`src/rtl/skew_pkg.sv`:
```
package skew_pkg;

  typedef enum logic [1:0] {
    MODE_ROW  = 2'd0,
    MODE_COL  = 2'd1,
    MODE_DIAG = 2'd2,
    MODE_RSVD = 2'd3
  } access_mode_e;

  // Bank that holds matrix element (row, col) under the rotating skew.
  function automatic int unsigned bank_of(input int unsigned row,
                                          input int unsigned col,
                                          input int unsigned nbank);
    return (row + col) % nbank;
  endfunction

endpackage

```
`src/rtl/skew_addr_gen.sv`:
```
module skew_addr_gen
  import skew_pkg::*;
#(
  parameter int DIM   = 4,
  parameter int NBANK = DIM + 1,
  localparam int AW   = $clog2(DIM),
  localparam int BW   = $clog2(NBANK)
) (
  input  logic [1:0]                rd_mode,
  input  logic [AW-1:0]             rd_index,
  output logic                      mode_ok,
  output logic [DIM-1:0][BW-1:0]    lane_bank,
  output logic [DIM-1:0][AW-1:0]    lane_addr
);

  assign mode_ok = (access_mode_e'(rd_mode) != MODE_RSVD);

  for (genvar k = 0; k < DIM; k++) begin : g_lane
    logic [AW-1:0] elem_row;
    logic [AW-1:0] elem_col;

    always_comb begin
      case (access_mode_e'(rd_mode))
        MODE_ROW: begin
          elem_row = rd_index;
          elem_col = AW'(k);
        end
        MODE_COL: begin
          elem_row = AW'(k);
          elem_col = rd_index;
        end
        default: begin
          elem_row = AW'(k);
          elem_col = AW'(k);
        end
      endcase
    end

    assign lane_bank[k] = BW'(bank_of(32'(elem_row), 32'(elem_col), NBANK));
    assign lane_addr[k] = elem_row;
  end

endmodule

```
`src/rtl/skew_bank_drive.sv`:
```
module skew_bank_drive
  import skew_pkg::*;
#(
  parameter int DIM   = 4,
  parameter int NBANK = DIM + 1,
  localparam int AW   = $clog2(DIM),
  localparam int BW   = $clog2(NBANK)
) (
  input  logic                      clk,
  input  logic                      rst_n,
  input  logic                      rd_go,
  input  logic [DIM-1:0][BW-1:0]    lane_bank,
  input  logic [DIM-1:0][AW-1:0]    lane_addr,
  input  logic                      wr_req,
  input  logic [AW-1:0]             wr_row,
  input  logic [AW-1:0]             wr_col,
  output logic [NBANK-1:0]          bank_en,
  output logic [NBANK-1:0]          bank_we,
  output logic [NBANK-1:0][AW-1:0]  bank_addr
);

  logic [BW-1:0] wr_bank;
  assign wr_bank = BW'(bank_of(32'(wr_row), 32'(wr_col), NBANK));

  for (genvar b = 0; b < NBANK; b++) begin : g_bank
    always_comb begin
      bank_en[b]   = 1'b0;
      bank_we[b]   = 1'b0;
      bank_addr[b] = '0;
      if (wr_req) begin
        if (wr_bank == BW'(b)) begin
          bank_en[b]   = 1'b1;
          bank_we[b]   = 1'b1;
          bank_addr[b] = wr_row;
        end
      end else if (rd_go) begin
        for (int k = 0; k < DIM; k++) begin
          if (lane_bank[k] == BW'(b)) begin
            bank_en[b]   = 1'b1;
            bank_addr[b] = lane_addr[k];
          end
        end
      end
    end
  end

  AST_READ_FOUR_BANKS: assert property (@(posedge clk) disable iff (!rst_n)
    rd_go |-> ($countones(bank_en) == DIM));

  AST_WRITE_ONE_BANK: assert property (@(posedge clk) disable iff (!rst_n)
    wr_req |-> ($countones(bank_en) == 1 && bank_we == bank_en));

  AST_NO_WE_WITHOUT_WRITE: assert property (@(posedge clk) disable iff (!rst_n)
    !wr_req |-> (bank_we == '0));

  AST_IDLE_QUIET: assert property (@(posedge clk) disable iff (!rst_n)
    (!wr_req && !rd_go) |-> (bank_en == '0));

endmodule

```
`src/rtl/skew_align_xbar.sv`:
```
module skew_align_xbar #(
  parameter int DIM   = 4,
  parameter int NBANK = DIM + 1,
  parameter int DW    = 8,
  localparam int BW   = $clog2(NBANK)
) (
  input  logic                      clk,
  input  logic                      rst_n,
  input  logic                      rd_go,
  input  logic [DIM-1:0][BW-1:0]    lane_bank,
  input  logic [NBANK-1:0][DW-1:0]  bank_rdata,
  output logic                      pe_valid,
  output logic [DIM-1:0][DW-1:0]    pe_data
);

  logic [DIM-1:0][BW-1:0] sel_q, sel_d;
  logic                   valid_q, valid_d;

  always_comb begin
    sel_d   = sel_q;
    valid_d = rd_go;
    if (rd_go) begin
      sel_d = lane_bank;
    end
  end

  always_ff @(posedge clk or negedge rst_n) begin
    if (!rst_n) begin
      sel_q   <= '0;
      valid_q <= 1'b0;
    end else begin
      sel_q   <= sel_d;
      valid_q <= valid_d;
    end
  end

  assign pe_valid = valid_q;

  for (genvar k = 0; k < DIM; k++) begin : g_lane
    assign pe_data[k] = bank_rdata[sel_q[k]];
  end

  logic [NBANK-1:0] sel_mask;
  always_comb begin
    sel_mask = '0;
    for (int k = 0; k < DIM; k++) begin
      sel_mask[sel_q[k]] = 1'b1;
    end
  end

  AST_LANES_DISTINCT: assert property (@(posedge clk) disable iff (!rst_n)
    pe_valid |-> ($countones(sel_mask) == DIM));

endmodule

```
`src/rtl/skew_bank_mapper.sv`:
```
module skew_bank_mapper
  import skew_pkg::*;
#(
  parameter int DIM   = 4,
  parameter int NBANK = DIM + 1,
  parameter int DW    = 8,
  localparam int AW   = $clog2(DIM),
  localparam int BW   = $clog2(NBANK)
) (
  input  logic                  clk,
  input  logic                  rst_n,
  input  logic                  rd_req,
  input  logic [1:0]            rd_mode,
  input  logic [AW-1:0]         rd_index,
  input  logic                  wr_req,
  input  logic [AW-1:0]         wr_row,
  input  logic [AW-1:0]         wr_col,
  input  logic [DW-1:0]         wr_data,
  output logic [NBANK-1:0]      bank_en,
  output logic [NBANK-1:0]      bank_we,
  output logic [NBANK*AW-1:0]   bank_addr,
  output logic [NBANK*DW-1:0]   bank_wdata,
  input  logic [NBANK*DW-1:0]   bank_rdata,
  output logic                  pe_valid,
  output logic [DIM*DW-1:0]     pe_data
);

  logic                      mode_ok;
  logic                      rd_go;
  logic [DIM-1:0][BW-1:0]    lane_bank;
  logic [DIM-1:0][AW-1:0]    lane_addr;
  logic [NBANK-1:0][AW-1:0]  addr_vec;
  logic [NBANK-1:0][DW-1:0]  rdata_vec;
  logic [DIM-1:0][DW-1:0]    lane_data;

  assign rd_go = rd_req && mode_ok && !wr_req;

  skew_addr_gen #(.DIM(DIM), .NBANK(NBANK)) u_addr (
    .rd_mode   (rd_mode),
    .rd_index  (rd_index),
    .mode_ok   (mode_ok),
    .lane_bank (lane_bank),
    .lane_addr (lane_addr)
  );

  skew_bank_drive #(.DIM(DIM), .NBANK(NBANK)) u_drive (
    .clk       (clk),
    .rst_n     (rst_n),
    .rd_go     (rd_go),
    .lane_bank (lane_bank),
    .lane_addr (lane_addr),
    .wr_req    (wr_req),
    .wr_row    (wr_row),
    .wr_col    (wr_col),
    .bank_en   (bank_en),
    .bank_we   (bank_we),
    .bank_addr (addr_vec)
  );

  assign bank_addr  = addr_vec;
  assign bank_wdata = {NBANK{wr_data}};
  assign rdata_vec  = bank_rdata;

  skew_align_xbar #(.DIM(DIM), .NBANK(NBANK), .DW(DW)) u_xbar (
    .clk        (clk),
    .rst_n      (rst_n),
    .rd_go      (rd_go),
    .lane_bank  (lane_bank),
    .bank_rdata (rdata_vec),
    .pe_valid   (pe_valid),
    .pe_data    (lane_data)
  );

  assign pe_data = lane_data;

  AST_READ_LATENCY: assert property (@(posedge clk) disable iff (!rst_n)
    (rd_req && rd_mode != 2'd3 && !wr_req) |=> pe_valid);

  AST_COLLISION_DROPS_READ: assert property (@(posedge clk) disable iff (!rst_n)
    wr_req |=> !pe_valid);

  AST_RESERVED_NO_VALID: assert property (@(posedge clk) disable iff (!rst_n)
    (rd_mode == 2'd3 || !rd_req) |=> !pe_valid);

endmodule

```
`config.mk`:
```
export PLATFORM = sky130hd
export DESIGN_NAME = skew_bank_mapper
export DESIGN_NICKNAME = d
export VERILOG_FILES = /design/src/rtl/skew_pkg.sv /design/src/rtl/skew_addr_gen.sv /design/src/rtl/skew_bank_drive.sv /design/src/rtl/skew_align_xbar.sv /design/src/rtl/skew_bank_mapper.sv
export SDC_FILE = /design/constraint.sdc
export NUM_CORES = 1
export LEC_CHECK = 0
export ABC_AREA = 1
export BUFFER_PORTS_ARGS = -buffer_cell sky130_fd_sc_hd__buf_2
export CORE_ASPECT_RATIO = 1.75
export CORE_UTILIZATION = 29
export CTS_CLUSTER_DIAMETER = 80
export DETAILED_ROUTE_END_ITERATION = 7
export PLACE_DENSITY = 0.62
export SETUP_SLACK_MARGIN = 0.05
export SYNTH_ARGS = -nofsm -noshare
export SYNTH_HDL_FRONTEND = slang
export SYNTH_HIERARCHICAL = 1
export SYNTH_SLANG_ARGS = --single-unit
```
`constraint.sdc`:
```
create_clock -name clk -period 6.7 [get_ports clk]
set_clock_uncertainty 0.2 [all_clocks]
set_input_delay 1.34 -clock clk [delete_from_list [all_inputs] [get_ports clk]]
set_output_delay 1.34 -clock clk [all_outputs]
set_load 0.02 [all_outputs]
```
* Word level (Yosys, flattened, before mapping) *
Index checks and enable logic that the tools add are counted.

word-level totals
  bits in registers = 13
  latch bits = 0
  memory bits (writable) = 0
  ROM bits = 0
  input port bits = 60
  output and inout port bits = 93
  logic and storage cells = 141
  memories = 0

cells by class
  add/subtract/negate cells = 5
  multiply operators = 0
  divide/modulo/power cells = 5
  $lt $le $gt $ge = 4
  eq/ne operators = 22
  shift-type cells = 0
  multiplexer cells = 91
  bitwise operators = 0
  reduce and logical (&&, ||, !) cells = 9

operator list
  operator                                                     number
  remainder unit 32 x 3 -> 32 bit (second input constant)      5
  binary-select mux 8 bit (select 3 bit)                       4
  2-to-1 mux 2 bit                                             43
  2-to-1 mux 1 bit                                             40
  2-to-1 mux 8 bit                                             4
  == test 3 x 2 -> 1 bit (second input constant)               10
  less-than comparator 3 x 4 -> 1 bit (second input constant)  4
  adder 2 x 2 -> 3 bit                                         5
  == test 3 x 1 -> 1 bit (second input constant)               5
  == test 3 bit (second input constant)                        5
  zero test 3 bit                                              5
  == test 2 x 1 -> 1 bit (second input constant)               1
  logical AND 1 bit                                            2
  zero test 2 bit                                              1
  inequality test 2 bit (second input constant)                1
  zero test 1 bit                                              1

* Logic depth before layout (Yosys ltp) *
  depth in word-level cells = 11
  depth in mapped cells = 23
  mapped depth without buffers = 23

* Modules after synthesis *
The synthesis kept the hierarchy.

by module, submodules not included
  module            instances  cells an instance  area each (um^2)  sequential area each (um^2)
  skew_align_xbar   1          359                1950.6            325.3
  skew_bank_drive   1          224                1067.3            0.0
  skew_addr_gen     1          127                661.9             0.0
  skew_bank_mapper  1          42                 310.3             0.0

* Least setup slack after synthesis *
OpenSTA, ideal clock, no wires.

  kind = input to output
  start point = in rd_mode[1]
  end point = out bank_addr[1]
  arrival time = 3524 ps
  data required time = 5160 ps
  setup slack = 1636 ps
  stages on the path = 20
  path buffers = 0
  path through = nor2_1 -> inv_1 -> nor2_1 -> ha_1 -> inv_1 -> nand2_1 -> nand2_1 -> inv_1 -> ha_1 -> nand2_1 -> nand2_1 -> nand2_1 -> nand2_1 -> nor2_4 -> nand2_1 -> nand2_1 -> nand2_1 -> nor2_1 -> o21bai_1 -> nand2_1

RTL lines
  item             RTL line                text
  start, declared  skew_bank_mapper.sv:13  input logic [1:0] rd_mode,
  end, declared    skew_bank_mapper.sv:21  output logic [NBANK*AW-1:0] bank_addr,

==> impl_results.md <==
- Setup Fix Bufs, Post-CTS: 0
- Largest net degree at the start of global routing: 27
- R2r endpoint: u_xbar/sel_q[3]$_DFFE_PN0P_
- Area grow syn2layout: 8.03%
- Sum Neg Setup Slack: 0 ns
- Tcrit/Tclk final: 86.6%
- Drt via density: around 5
- Seq cells post-synth: 13
- GR Util All Layers: roughly 20%
- Fillcell total: around 1.6k
- GP Congestion: 0.892
- Outcome: complete, no violations
- First-pass GRT wire length: between 20,000 and 25,000 µm
- Antenna-violating nets left: 0
- GRT busiest layer: met2
- Synth cell types: 27
- Fmax: ~0.17 GHz
- Most frequent cells in the layout: 328 x nand2_1, 129 x nand3_1, 104 x buf_2
- Commonest non-fill, non-tap cell in the layout: nand2_1
- Met1 Use GR: between 10% and 20%
- Initial DRC count: between 200 and 250
- Worst slew margin: between 40% and 50%
- Die height: roughly 160 µm
- Cell Pwr Density: 215 nW/µm²
- CTS tree: yes
- Final min period: around 5.8 ns
- HP Class: flop to flop
- Setup violators final: 0
- Most area-consuming cells after synthesis: nand2_1 31%, nand3_1 16%, buf_4 8.5%
- Crit start category: primary input
- Layout cells sized above 1: a little under a fifth
- Clock Latency Late Sink: approximately 0.24 ns
- Yosys warns: 6
- Final non-filler cell area: between 4000 and 5000 µm²
- Final core utilization: about a third
- IO buf count: 104
- Post_cts resized: 0
- CP Capture Type: output port
- Reg2reg setup slack: 5.15 ns
- Endpoints failing hold: 0
- Met2 Track Usage GR: between 30% and 40%
- Worst slew pin tran: between 0.8 and 0.9 ns
- RSZ-0062 raised after global routing: no
- CP required: around 5.2 ns
- Drt first pass iters: 5
- Syn Nets: 832
- Root Driver: clkbuf_16
- Met3 Usage GRT: under 10%
- Cts bufs inserted: 3
- Static leakage: 2.58 nW
- Hold Path End: u_xbar/sel_q[11]$_DFFE_PN0P_
- Critical-path maximum fanout: 8
- Max-Cap Viols: 0
- R2R depth: 2
- Clock slew at reported path FFs: 0.04 ns
- Overall Power: about 930 µW
- Antenna Diode Count: 0
- Synth top area share: a little under a third
- Syn avg cell area: between 5 and 6 µm²
- Gr ovfl total: 0
- Nets: about 880
- Crit Path Class: primary input to output port
- Synthesized area: ~4000 µm²
- Sequential area share after synthesis: ~8%
- Hold buffer count at cts: 0
- R2r startpoint: u_xbar/sel_q[3]$_DFFE_PN0P_
- CP startpoint: rd_mode[0]
- CTS H-tree lvls: 1
- # rows: 56
- HPWL after DPL: around 11,000 µm
- Routed vias: 4,915
- Synthesized instance count: ~750
- Starting Density: between 20 and 30%
- Number of max-slew violations in the final report: 0
- WHS Path Cells: 2
- Final hold slack: 0.444 ns
- VDD IR-drop max: about 0.067 mV
- Final wirelength: 13,900 µm
- Dpl cell area: ~4200 µm²
- Clock Sinks: 13
- DR WL/cell: 14.2 µm
- Core area: 13,400 µm²
- Vias in the first global route: between 4k and 5k
- Initial antenna violation count: 0
- Clock Path Buffers: 2
- DRC Markers: 0
- # IOs: approximately 150
- Arrival time worst endpoint: about 4.3 ns
- Hold_sp: u_xbar/sel_q[11]$_DFFE_PN0P_
- Synth area leader: nand2_1
- Die area: roughly 14,000 µm²
- Chip width: approximately 91 µm
==> state kept, by name, indices dropped and copies added, names as in the netlist <==
signal,flops
u_xbar/sel_q,12
u_xbar/pe_valid,1
==> cell usage after synthesis <==
cell,instances
nand2_1,328
nand3_1,129
inv_1,76
buf_4,45
o21ai_0,37
ha_1,19
buf_6,16
nor2_1,16
a21oi_1,15
dfrtp_1,13
nand4_1,13
inv_2,11
nand2_2,6
nor3_4,6
nor2_2,4
o21ai_1,4
inv_6,3
nand3_2,2
buf_2,1
clkbuf_1,1
fa_1,1
inv_4,1
nor2_4,1
nor3_1,1
nor3_2,1
o21ai_2,1
o21bai_1,1
==> stage by stage <==
step / worst slack [ns] / std cells
after floorplan: 1.64 / 752
after global placement: 0.932 / 971
after detailed placement: 0.917 / 971
after CTS: 0.906 / 975
after global routing: 0.551 / 975
final: 0.897 / 975
==> power by group <==
group          leakage, nW  switching [mW]  total (mW)  internal, mW
Sequential           0.166          0.0599       0.151        0.0916
Clock               0.0382          0.0310       0.111        0.0801
Combinational         2.37           0.455       0.665         0.210
Total                 2.58           0.546       0.928         0.381
==> cell type report <==
class                   count  area (µm²)  share of cell area (%)
clock buffers               4        78.8                    1.83
inverters                  91         359                    8.33
multi-input cells         585        2780                    64.5
flip-flops and latches     13         325                    7.55
well taps                 174         218                    5.05
repair buffers            108         551                    12.8
==> cell families (layout without fill, tap and decap cells) <==
| family | Yosys count | after routing | share of synthesized area, % |
|---|---|---|---|
| DFF | 13 | 13 | 8.15 |
| buffers and inverters | 154 | 203 | 22.2 |
| AOI/OAI and AO/OA | 58 | 58 | 7.43 |
| and+or+nand+nor | 507 | 507 | 55.8 |
| adders and majority gates | 20 | 20 | 6.46 |
==> worst max-delay path, cell delays in order <==
cell	delay (ns)
buf_2	0.12
nor2_1	0.19
inv_1	0.09
nor2_1	0.30
ha_1	0.34
inv_1	0.09
nand2_1	0.05
nand2_1	0.09
inv_1	0.07
ha_1	0.22
nand2_1	0.11
nand2_1	0.07
nand2_1	0.07
nand2_1	0.23
nor2_4	0.23
nand2_1	0.10
nand2_1	0.10
nand2_1	0.05
nor2_1	0.10
o21bai_1	0.07
nand2_1	0.05
buf_2	0.16
==> layer usage <==
| layer | share of wire, % | wire [µm] |
|---|---|---|
| met1 | 36 | 4960 |
| met5 | 0 | 0 |
| met2 | 52 | 7180 |
| met4 | 5.7 | 789 |
| met3 | 6.9 | 962 |
==> worst max path at each step <==
stage | end | slack (ns)
final | bank_addr[1] | 0.90
after global routing | bank_addr[1] | 0.55
after CTS | bank_addr[1] | 0.91
after detailed placement | bank_addr[1] | 0.92
after global placement | bank_addr[1] | 0.93
after floorplan | bank_addr[1] | 1.64
Note: power is estimated with default switching activity, not from simulation.
